`src/rtl/cache_tag_pkg.sv`:
```
package cache_tag_pkg;
  typedef enum logic [1:0] {
    POL_FIFO  = 2'd0,
    POL_LRU   = 2'd1,
    POL_REF   = 2'd2,
    POL_REF_B = 2'd3
  } policy_e;
endpackage

```
`src/rtl/cache_tag_store.sv`:
```
// Tag array and valid bits; combinational lookup of the indexed set.
module cache_tag_store #(
  parameter int SETS  = 16,
  parameter int WAYS  = 4,
  parameter int TAG_W = 8,
  parameter int SET_W = 4,
  parameter int WAY_W = 2
) (
  input  logic             clk,
  input  logic             rst,
  input  logic             flush,
  input  logic             acc_en,
  input  logic [SET_W-1:0] set_i,
  input  logic [TAG_W-1:0] tag_i,
  input  logic [WAY_W-1:0] fill_way_i,
  output logic             hit_o,
  output logic [WAY_W-1:0] hit_way_o,
  output logic [WAYS-1:0]  valid_row_o
);
  // tag storage has no reset so it can map onto RAM
  logic [TAG_W-1:0] tag_mem [SETS][WAYS];
  logic [WAYS-1:0]  valid_q [SETS];

  assign valid_row_o = valid_q[set_i];

  always_comb begin
    hit_o     = 1'b0;
    hit_way_o = '0;
    for (int w = 0; w < WAYS; w++) begin
      if (!hit_o && valid_q[set_i][w] && (tag_mem[set_i][w] == tag_i)) begin
        hit_o     = 1'b1;
        hit_way_o = WAY_W'(w);
      end
    end
  end

  always_ff @(posedge clk) begin
    if (acc_en && !hit_o) tag_mem[set_i][fill_way_i] <= tag_i;
  end

  always_ff @(posedge clk) begin
    if (rst || flush) begin
      for (int s = 0; s < SETS; s++) valid_q[s] <= '0;
    end else if (acc_en && !hit_o) begin
      valid_q[set_i][fill_way_i] <= 1'b1;
    end
  end


  lowest_invalid_fill_chk: assert property (@(posedge clk) disable iff (rst)
    (acc_en && !hit_o && !(&valid_row_o)) |->
      (!valid_row_o[fill_way_i] &&
       ((valid_row_o & ((WAYS'(1) << fill_way_i) - WAYS'(1))) ==
        ((WAYS'(1) << fill_way_i) - WAYS'(1)))));


  flush_empties_chk: assert property (@(posedge clk) disable iff (rst)
    flush |=> (valid_row_o == '0));
endmodule

```
`src/rtl/cache_tag_policy.sv`:
```
// Per-set FIFO order, LRU order and reference bits; victim selection.
module cache_tag_policy
  import cache_tag_pkg::*;
#(
  parameter int SETS       = 16,
  parameter int WAYS       = 4,
  parameter int SET_W      = 4,
  parameter int WAY_W      = 2,
  parameter int REF_PERIOD = 64,
  parameter int CNT_W      = 7
) (
  input  logic             clk,
  input  logic             rst,
  input  logic             flush,
  input  logic             acc_en,
  input  logic [SET_W-1:0] set_i,
  input  logic             hit_i,
  input  logic [WAY_W-1:0] hit_way_i,
  input  logic [WAYS-1:0]  valid_row_i,
  input  policy_e          policy_i,
  output logic [WAY_W-1:0] fill_way_o
);
  localparam logic [WAY_W-1:0] OLDEST = WAY_W'(WAYS - 1);

  // age ranks: 0 youngest, WAYS-1 oldest; each set holds a permutation
  logic [WAY_W-1:0] fifo_rk [SETS][WAYS];
  logic [WAY_W-1:0] lru_rk  [SETS][WAYS];
  logic [WAYS-1:0]  ref_q   [SETS];
  logic [CNT_W-1:0] ref_cnt;

  logic             inv_found;
  logic [WAY_W-1:0] inv_way, fifo_way, lru_way, ref_way, pol_way, touch_way;

  always_comb begin
    inv_found = 1'b0;
    inv_way   = '0;
    fifo_way  = '0;
    lru_way   = '0;
    ref_way   = '0;
    for (int w = 0; w < WAYS; w++) begin
      if (!inv_found && !valid_row_i[w]) begin
        inv_found = 1'b1;
        inv_way   = WAY_W'(w);
      end
      if (fifo_rk[set_i][w] == OLDEST) fifo_way = WAY_W'(w);
      if (lru_rk[set_i][w] == OLDEST)  lru_way  = WAY_W'(w);
    end
    for (int w = WAYS - 1; w >= 0; w--) begin
      if (!ref_q[set_i][w]) ref_way = WAY_W'(w);
    end
    case (policy_i)
      POL_FIFO: pol_way = fifo_way;
      POL_LRU:  pol_way = lru_way;
      default:  pol_way = ref_way;
    endcase
    fill_way_o = inv_found ? inv_way : pol_way;
    touch_way  = hit_i ? hit_way_i : fill_way_o;
  end

  always_ff @(posedge clk) begin
    if (rst || flush) begin
      for (int s = 0; s < SETS; s++) begin
        for (int w = 0; w < WAYS; w++) begin
          fifo_rk[s][w] <= WAY_W'(w);
          lru_rk[s][w]  <= WAY_W'(w);
        end
      end
    end else if (acc_en) begin
      for (int w = 0; w < WAYS; w++) begin
        if (WAY_W'(w) == touch_way)                        lru_rk[set_i][w] <= '0;
        else if (lru_rk[set_i][w] < lru_rk[set_i][touch_way]) lru_rk[set_i][w] <= lru_rk[set_i][w] + 1'b1;
        if (!hit_i) begin
          if (WAY_W'(w) == touch_way)                          fifo_rk[set_i][w] <= '0;
          else if (fifo_rk[set_i][w] < fifo_rk[set_i][touch_way]) fifo_rk[set_i][w] <= fifo_rk[set_i][w] + 1'b1;
        end
      end
    end
  end

  always_ff @(posedge clk) begin
    if (rst || flush) begin
      for (int s = 0; s < SETS; s++) ref_q[s] <= '0;
      ref_cnt <= '0;
    end else if (acc_en) begin
      if (ref_cnt == CNT_W'(REF_PERIOD - 1)) begin
        for (int s = 0; s < SETS; s++) ref_q[s] <= '0;
        ref_cnt <= '0;
      end else begin
        ref_cnt <= ref_cnt + 1'b1;
      end
      ref_q[set_i][touch_way] <= 1'b1;
    end
  end


  ref_victim_clear_chk: assert property (@(posedge clk) disable iff (rst)
    (acc_en && !hit_i && (&valid_row_i) && (policy_i inside {POL_REF, POL_REF_B}) &&
     ref_q[set_i][fill_way_o]) |-> (&ref_q[set_i]));


  ref_count_range_chk: assert property (@(posedge clk) disable iff (rst)
    ref_cnt < CNT_W'(REF_PERIOD));
endmodule

```
`src/rtl/cache_tag_ctrl.sv`:
```
module cache_tag_ctrl
  import cache_tag_pkg::*;
#(
  parameter int ADDR_W     = 16,
  parameter int SET_W      = 4,
  parameter int OFF_W      = 4,
  parameter int WAYS       = 4,
  parameter int REF_PERIOD = 64,
  localparam int TAG_W     = ADDR_W - SET_W - OFF_W,
  localparam int SETS      = 1 << SET_W,
  localparam int WAY_W     = (WAYS > 1) ? $clog2(WAYS) : 1,
  localparam int CNT_W     = $clog2(REF_PERIOD + 1)
) (
  input  logic              clk,
  input  logic              rst,
  input  logic              flush_i,
  input  logic              acc_valid_i,
  input  logic [ADDR_W-1:0] acc_addr_i,
  input  logic [1:0]        policy_i,
  output logic              rsp_valid_o,
  output logic              hit_o,
  output logic              miss_o,
  output logic [WAY_W-1:0]  way_o
);
  logic             acc_en;
  logic [SET_W-1:0] set_idx;
  logic [TAG_W-1:0] tag_val;
  logic             lk_hit;
  logic [WAY_W-1:0] lk_way, fill_way;
  logic [WAYS-1:0]  valid_row;

  assign acc_en  = acc_valid_i && !flush_i;
  assign set_idx = acc_addr_i[OFF_W +: SET_W];
  assign tag_val = acc_addr_i[ADDR_W-1 -: TAG_W];

  cache_tag_store #(
    .SETS(SETS), .WAYS(WAYS), .TAG_W(TAG_W), .SET_W(SET_W), .WAY_W(WAY_W)
  ) u_store (
    .clk(clk), .rst(rst), .flush(flush_i), .acc_en(acc_en),
    .set_i(set_idx), .tag_i(tag_val), .fill_way_i(fill_way),
    .hit_o(lk_hit), .hit_way_o(lk_way), .valid_row_o(valid_row)
  );

  cache_tag_policy #(
    .SETS(SETS), .WAYS(WAYS), .SET_W(SET_W), .WAY_W(WAY_W),
    .REF_PERIOD(REF_PERIOD), .CNT_W(CNT_W)
  ) u_policy (
    .clk(clk), .rst(rst), .flush(flush_i), .acc_en(acc_en),
    .set_i(set_idx), .hit_i(lk_hit), .hit_way_i(lk_way),
    .valid_row_i(valid_row), .policy_i(policy_e'(policy_i)),
    .fill_way_o(fill_way)
  );

  always_ff @(posedge clk) begin
    if (rst || flush_i) begin
      rsp_valid_o <= 1'b0;
      hit_o       <= 1'b0;
      miss_o      <= 1'b0;
      way_o       <= '0;
    end else begin
      rsp_valid_o <= acc_en;
      hit_o       <= acc_en && lk_hit;
      miss_o      <= acc_en && !lk_hit;
      if (acc_en) way_o <= lk_hit ? lk_way : fill_way;
    end
  end


  rsp_follows_chk: assert property (@(posedge clk) disable iff (rst)
    acc_en |=> rsp_valid_o);


  hit_miss_excl_chk: assert property (@(posedge clk) disable iff (rst)
    !(hit_o && miss_o) && ((hit_o || miss_o) == rsp_valid_o));


  flush_drops_chk: assert property (@(posedge clk) disable iff (rst)
    flush_i |=> !rsp_valid_o);
endmodule

```
`config.mk`:
```
export PLATFORM = sky130hd
export DESIGN_NAME = cache_tag_ctrl
export DESIGN_NICKNAME = d
export VERILOG_FILES = /design/src/rtl/cache_tag_pkg.sv /design/src/rtl/cache_tag_store.sv /design/src/rtl/cache_tag_policy.sv /design/src/rtl/cache_tag_ctrl.sv
export SDC_FILE = /design/constraint.sdc
export NUM_CORES = 1
export LEC_CHECK = 0
export BUFFER_PORTS_ARGS = -buffer_cell sky130_fd_sc_hd__buf_2
export CAP_MARGIN = 20
export CORE_MARGIN = 3
export CORE_UTILIZATION = 35
export DETAILED_ROUTE_END_ITERATION = 16
export MAX_ROUTING_LAYER = met4
export SETUP_SLACK_MARGIN = 0.1
export SLEW_MARGIN = 30
export SYNTH_ARGS = -nofsm -noshare
export SYNTH_HDL_FRONTEND = slang
export SYNTH_SLANG_ARGS = --single-unit
export TNS_END_PERCENT = 100
```
`constraint.sdc`:
```
create_clock -name clk -period 26.3 [get_ports clk]
set_input_delay 5.26 -clock clk [delete_from_list [all_inputs] [get_ports clk]]
set_output_delay 5.26 -clock clk [all_outputs]
set_load 0.05 [all_outputs]
```
==> metrics.yaml, run 1 <==
yosys:
  ys_seq_area_frac: 0.662
  ys_types: 77
  yosys_register_bits: 908
  syn_nets: 2623
  avgSynthCellArea_um2: 15.1
  syn_area_um2: 39000
  synth_edf_count: 768
  syn_inst: 2590
  async_flop_share: 0
  synth_ff_type: "edfxtp_1"
  yosys_warnings: 0
finish:
  final_util: 0.398
  stdcell_area_um2: 43700
  nets: 2596
  antenna_cells: 0
  layout-drive-gt1-share: 0.197
  area_growth_syn_to_layout_pct: 11.8
  layout_common_cells: "edfxtp_1, nor2_1, nand2_1, mux4_2, o21ai_0"
  mostFrequentLayoutCell: "edfxtp_1"
  fillerInstances: 9979
timing:
  setup_violations: 0
  max_slew.worst_pin.slew_ps: 1090
  relSlewSlack: 0.270
  clock_skew_ps: 37.2
  period_needed_ps: 12430
  grt_setup_unrepaired: "no"
  slew_viol_final: 0
  final_hold_viol_count: 0
  fmax_mhz: 80.5
  setup_tns_ps: 0
  timing.final.crit_share: 0.472
die:
  dieArea_um2: 116000
  die_h_um: 340
  start_util: 0.356
  die_w_um: 340
  fp.coreArea_um2: 110000
  top_level_ports: 27
  row_count: 121
setup_path:
  cp_num_buf_inv: 3
  worstRegToRegCells: 15
  worstSetupPathType: "in -> reg"
  reg2reg_slack_ps: 19920
  worstPathMaxFanout: 72
  cp_top_family: "compound AO/OA/AOI/OAI gates"
  cp-start-kind: "input pin"
  arrival_ps: 12780
  reg2reg_to: "u_policy.lru_rk[5][3]"
  cp.required_ps: 26660
  crit_slowest_cell: "a41oi_2"
  max_stage_delay_ps: 760
  path_cells: "buf_8 > buf_6 > buf_4 > and2_1 > a221oi_1 > xor2_1 > o41ai_1 > nand4_1 > o311ai_4 > mux2_2 > o21ai_0 > ha_1 > o21a_1 > o31a_1 > a41oi_2 > nand3_1"
  crit_path_end_kind: "flip-flop"
  reg2reg_from: "u_policy.fifo_rk[0][3]"
place:
  placed_area_um2: 40700
  gp_congestion: 0.821
  detailed_place_hpwl_um: 60400
  place.port_buffers: 22
clocking:
  cts_max_level: 3
  cts_tree: "built"
  clk_pin_slew_ps: 60
  cts.repair.resized: 0
  cts_root_buffer: "clkbuf_16"
  cts_max_path_buffers: 3
  insertion_delay_ps: 660
  cts_buffers: 93
  post-cts-setup-buffer-count: 0
  cts_hold_buf: 0
  cts_sinks: 908
global_route:
  grt_pass1_vias: 23200
  antenna_found_initial: 0
  grt_overflow: 0
  track_usage: 0.169
  grt_pass1_wl_um: 145000
  grt_start_max_net_pins: 117
routing:
  route.detailed.drc: 0
  ant_nets: 0
  wl_um: 96000
  drt-vias-per-instance: 5.51
  drt_iter0_drc: 2272
  wl_per_cell_um: 23.4
  firstDrtPassIters: 6
  vias: 22600
worst_hold_path:
  min-delay-start: "u_policy.ref_q[2][3]"
  hold_path_depth: 2
  whs_endpoint: "u_policy.ref_q[2][3]"
  hold_path.class: "reg -> reg"
pwr:
  leakage_nw: 13.4
  vdd_drop_max_mv: 0.0495
  power.total_mw: 3.05
  powerDensity_nw_per_um2: 69.7
flow_run:
  cap_violations: 0
run_status:
  status: "finished, final reports clean"
## cells by family after synthesis
family                   synth area share
flip-flops                          0.662
AND/OR/NAND/NOR                    0.0764
AO/OA/AOI/OAI                      0.0637
multiplexers                        0.159
buffers and inverters              0.0264
XOR/XNOR                          0.00763
adder cells (fa/ha/maj)           0.00433
## metrics by stage
step           hold WS [ps]  instances  setup WS, ps
3_3_place_gp            429       3943         12760
5_1_grt                 472       4109         13400
6_report                457       4109         13870
4_1_cts                 451       4109         13580
3_5_place_dp            438       3944         12910
2_1_floorplan           420       2590         13830
## worst reg2reg max path: cells and delay by family (launching register included)
family	cells	cell delay [ps]
flops	1	360
compound gates	7	3040
simple gates	3	540
mux	3	1500
fa+ha+maj	2	640
## cell usage after synthesis, types with 3 or more instances
cell	number	area, um2
edfxtp_1	768	23100
nor2_1	315	1180
nand2_1	228	856
mux4_2	220	4950
o21ai_0	147	736
dfxtp_1	140	2800
clkbuf_1	126	473
mux2i_1	111	1110
a22oi_1	66	495
a21oi_1	60	300
nand3_1	44	220
a22o_1	41	359
buf_2	32	160
buf_4	29	218
xnor2_1	21	184
nor3_1	17	85.1
nor2b_1	15	93.8
inv_1	13	48.8
mux2_2	13	146
xor2_1	13	114
ha_1	11	138
and2_1	10	62.6
nand4_1	10	62.6
nor2_4	10	113
buf_1	9	33.8
o21ai_1	9	45.0
buf_6	8	90.1
nand2b_1	8	50.1
nand3b_1	8	60.1
a221oi_1	7	61.3
a211oi_1	6	45.0
o211ai_1	5	37.5
or2_2	5	31.3
o2111ai_1	4	35.0
a31oi_1	3	18.8
nor3b_1	3	22.5
o311a_1	3	30.0
or3_1	3	18.8
## how the worst max path moves through the flow
stage                             start                endpoint  depth (start not counted)
after floorplan           acc_addr_i[4]  u_policy.lru_rk[12][3]                         28
after global placement    acc_addr_i[4]  u_store.tag_mem[14][3]                         14
after detailed placement  acc_addr_i[4]   u_policy.lru_rk[1][3]                         17
after CTS                 acc_addr_i[4]   u_policy.lru_rk[1][3]                         17
after global routing      acc_addr_i[4]   u_policy.lru_rk[1][3]                         17
final                     acc_addr_i[4]   u_policy.lru_rk[5][3]                         16
## per-layer routing
layer  up-vias  share of wire  GRT usage
li1       9917              -          -
met1     11700           0.42      0.224
met2       823           0.49      0.269
met3       183          0.065     0.0256
met4         0          0.028     0.0529
met5         -              0          -
## sequential cells by signal, summed over array words and instances, names as in the netlist
register          cells
hit_o                 1
u_store.tag_mem     512
u_policy.fifo_rk    128
u_store.valid_q      64
miss_o                1
u_policy.ref_q       64
u_policy.lru_rk     128
u_policy.ref_cnt      7
rsp_valid_o           1
way_o                 2
## report_power, final
part           leakage [nW]  switching [mW]  internal, mW
clock network          1.43           0.549         0.737
logic                  3.93           0.123        0.0618
registers              8.09         0.00348          1.57
total                  13.4           0.675          2.37
## cell type report
class	instances	area, um2	area share
Clock inverter	45	493	0.0113
Multi-Input combinational cell	1463	12300	0.282
Sequential cell	908	25900	0.592
Inverter	15	57.6	0.00132
Tap cell	1476	1850	0.0423
Clock buffer	120	2450	0.0561
Timing Repair Buffer	82	626	0.0143
(Power assumes the default switching activity.)
==> inputs of run 2 (changes only) <==
Clock period 26.3 ns to 12.7 ns, I/O delays scaled along.
==> run 2 against run 1 <==
Against the previous run:
- non-clock buffer count is 3 higher
- worst hold slack better by 1.1 ps
- via count is 0.26% higher
- design area is 0.24% higher
- critical path depth is 2 higher
- clock power is 110% higher
- first-iteration DRC count is 2.2% lower
- flip-flop and latch count stayed put
- worst setup slack worse by 10000 ps
- critical endpoint is now u_policy.lru_rk[3][3]
- largest cell class unchanged
- largest power group unchanged
==> metrics.yaml, run 2 (synthesis gave the netlist of run 1 again) <==
run_status:
  status: "finished, final reports clean"
pwr:
  pwr-share-seq: 0.516  # about the same
  powerDensity_nw_per_um2: 145  # +110%
  internal-power_mw: 4.89  # +110%
  combPwrFrac: 0.060  # about the same
  swShare: 0.226  # +0.00471
  p_switching_mw: 1.43  # +110%
  leakage_nw: 13.5  # +0.43%
  clkPwrFrac: 0.424  # +0.002
  power.total_mw: 6.33  # +110%
  vdd_drop_max_mv: 0.122  # +150%
routing:
  wl_um: 96900  # +0.94%
  drt_iter0_drc: 2221  # -2.2%
  wl_per_cell_um: 23.5  # +0.48%
  ant_nets: 0  # unchanged
  route.detailed.drc: 0  # unchanged
  drt-vias-per-instance: 5.50  # -0.20%
  vias: 22700  # +0.26%
  firstDrtPassIters: 9  # +3
finish:
  top_regs: "u_store.tag_mem (512), u_policy.fifo_rk (128), u_policy.lru_rk (128)"
  area_growth_syn_to_layout_pct: 12.1
  nets: 2602  # +0.23%
  final_util: 0.399  # +0.000958
  layout_common_cells: "edfxtp_1, nor2_1, nand2_1, mux4_2, o21ai_0"
  stdcell_count: 4128  # +0.46%
  mostFrequentLayoutCell: "edfxtp_1"
  layout-drive-gt1-share: 0.200  # +0.00281
  largest_reg_flops: 512  # unchanged
  stdcell_area_um2: 43800  # +0.24%
  fillerInstances: 9986  # +0.070%
  regMostFlops: "u_store.tag_mem"
timing:
  clock_skew_ps: 41.5  # +4.24 ps
  slew_viol_final: 0  # unchanged
  max_slew.worst_pin.slew_ps: 999  # -88.4 ps
  fin_hold_ws_ps: 458  # +1.11 ps
  fmax_mhz: 112
  grt_setup_unrepaired: "no"
  final.setup.worst_slack_ps: 3750  # -10120 ps
  setup_tns_ps: 0  # unchanged
  setup_violations: 0  # unchanged
  relSlewSlack: 0.329  # +0.0594
  period_needed_ps: 8950
  timing.final.crit_share: 0.705
  final_hold_viol_count: 0  # unchanged
global_route:
  grt_pass1_wl_um: 146000  # +0.60%
  track_usage: 0.170  # +0.000980
  grt_overflow: 0  # unchanged
  grt_pass1_vias: 23300  # +0.65%
  antenna_found_initial: 3  # +3
  grt_start_max_net_pins: 86  # -26%
clocking:
  cts_root_buffer: "clkbuf_16"
  cts_sinks: 908  # unchanged
  post-cts-setup-buffer-count: 0  # unchanged
  cts_buffers: 96  # +3.2%
  cts_max_level: 3  # unchanged
  insertion_delay_ps: 680  # +20 ps
  clk_pin_slew_ps: 60  # about the same
  cts_max_path_buffers: 3  # unchanged
  cts_hold_buf: 0  # unchanged
  cts_tree: "built"
  cts.repair.resized: 0  # unchanged
place:
  place_ws_ps: 3150  # -9760 ps
  detailed_place_hpwl_um: 61300  # +1.4%
  dp.cells: 3947  # +0.076%
  placed_area_um2: 40700  # about the same
  place.port_buffers: 22  # unchanged
  gp_congestion: 0.820  # -0.15%
worst_hold_path:
  hold_path.class: "reg -> reg"
setup_path:
  worstPathMaxFanout: 85  # +18%
  cp_top_family: "compound AO/OA/AOI/OAI gates"
  cp-start-kind: "input pin"
  arrival_ps: 9340  # -3440 ps
  worstSetupPathType: "in -> reg"
  max_stage_delay_ps: 750  # about the same
  crit_path_end_kind: "flip-flop"
  path_cells: "buf_8 > buf_4 > mux4_2 > mux4_2 > ha_1 > nor3_1 > a211oi_1 > nor2_1 > a31oi_1 > o311ai_4 > buf_4 > mux2_2 > o21ai_0 > ha_1 > o21a_1 > o31a_1 > a41oi_2 > nand3_1"
  cp.required_ps: 13090  # -13570 ps
  cp_num_buf_inv: 3  # unchanged
  crit_slowest_cell: "buf_4"
flow_run:
  cap_violations: 0  # unchanged
die:
  fp.coreArea_um2: 110000  # unchanged
  top_level_ports: 27  # unchanged
  row_count: 121  # unchanged
  start_util: 0.356  # unchanged
  die_h_um: 340  # unchanged
  die_w_um: 340  # unchanged
  dieArea_um2: 116000  # unchanged
## run 2: per-layer routing
layer / GRT usage / vias to the layer above / wire length [um]
met4: 0.0523 / 0 / 2780
li1: - / 9946 / -
met5: - / - / 0
met2: 0.271 / 835 / 46700
met3: 0.0264 / 183 / 6210
met1: 0.225 / 11700 / 41200
## run 2: path summary, 6_finish.rpt
check / startpoint / to / slack (ps) / cells after the start
setup / recovery: acc_addr_i[5] / u_policy.lru_rk[3][3] / 3750 / 18
hold reg to reg: u_policy.ref_q[5][3] / u_policy.ref_q[5][3] / 460 / 2
hold / removal: u_policy.ref_q[5][3] / u_policy.ref_q[5][3] / 460 / 2
setup reg to reg: u_policy.fifo_rk[10][1] / u_policy.lru_rk[3][3] / 6710 / 16
## run 2: final cells by class
type | count | area (um2) | area share
timing repair buffer | 85 | 647 | 0.0148
sequential | 908 | 25900 | 0.591
clock inverter | 43 | 372 | 0.00849
clock buffer | 137 | 2660 | 0.0607
antenna | 1 | 2.50 | 0.0000572
tap | 1476 | 1850 | 0.0422
multi-input combinational | 1463 | 12300 | 0.282
inverter | 15 | 57.6 | 0.00131
## run 2: power by group through the flow
stage | Combinational, mW | Sequential (mW) | Clock (mW)
after floorplan | 0.256 | 3.32 | 0
after detailed placement | 0.381 | 3.33 | 0
final | 0.382 | 3.26 | 2.68
after global placement | 0.369 | 3.32 | 0
after global routing | 0.412 | 3.26 | 2.85
after CTS | 0.383 | 3.26 | 2.73
## run 2: worst reg2reg max path: stages (launching register included)
cell and delay (ps):
edfxtp_1 370, mux4_2 520, mux4_2 570, ha_1 290, nor3_1 160, a211oi_1 110, nor2_1 140, a31oi_1 210
o311ai_4 340, buf_4 300, mux2_2 370, o21ai_0 570, ha_1 380, o21a_1 200, o31a_1 280, a41oi_2 730
nand3_1 190
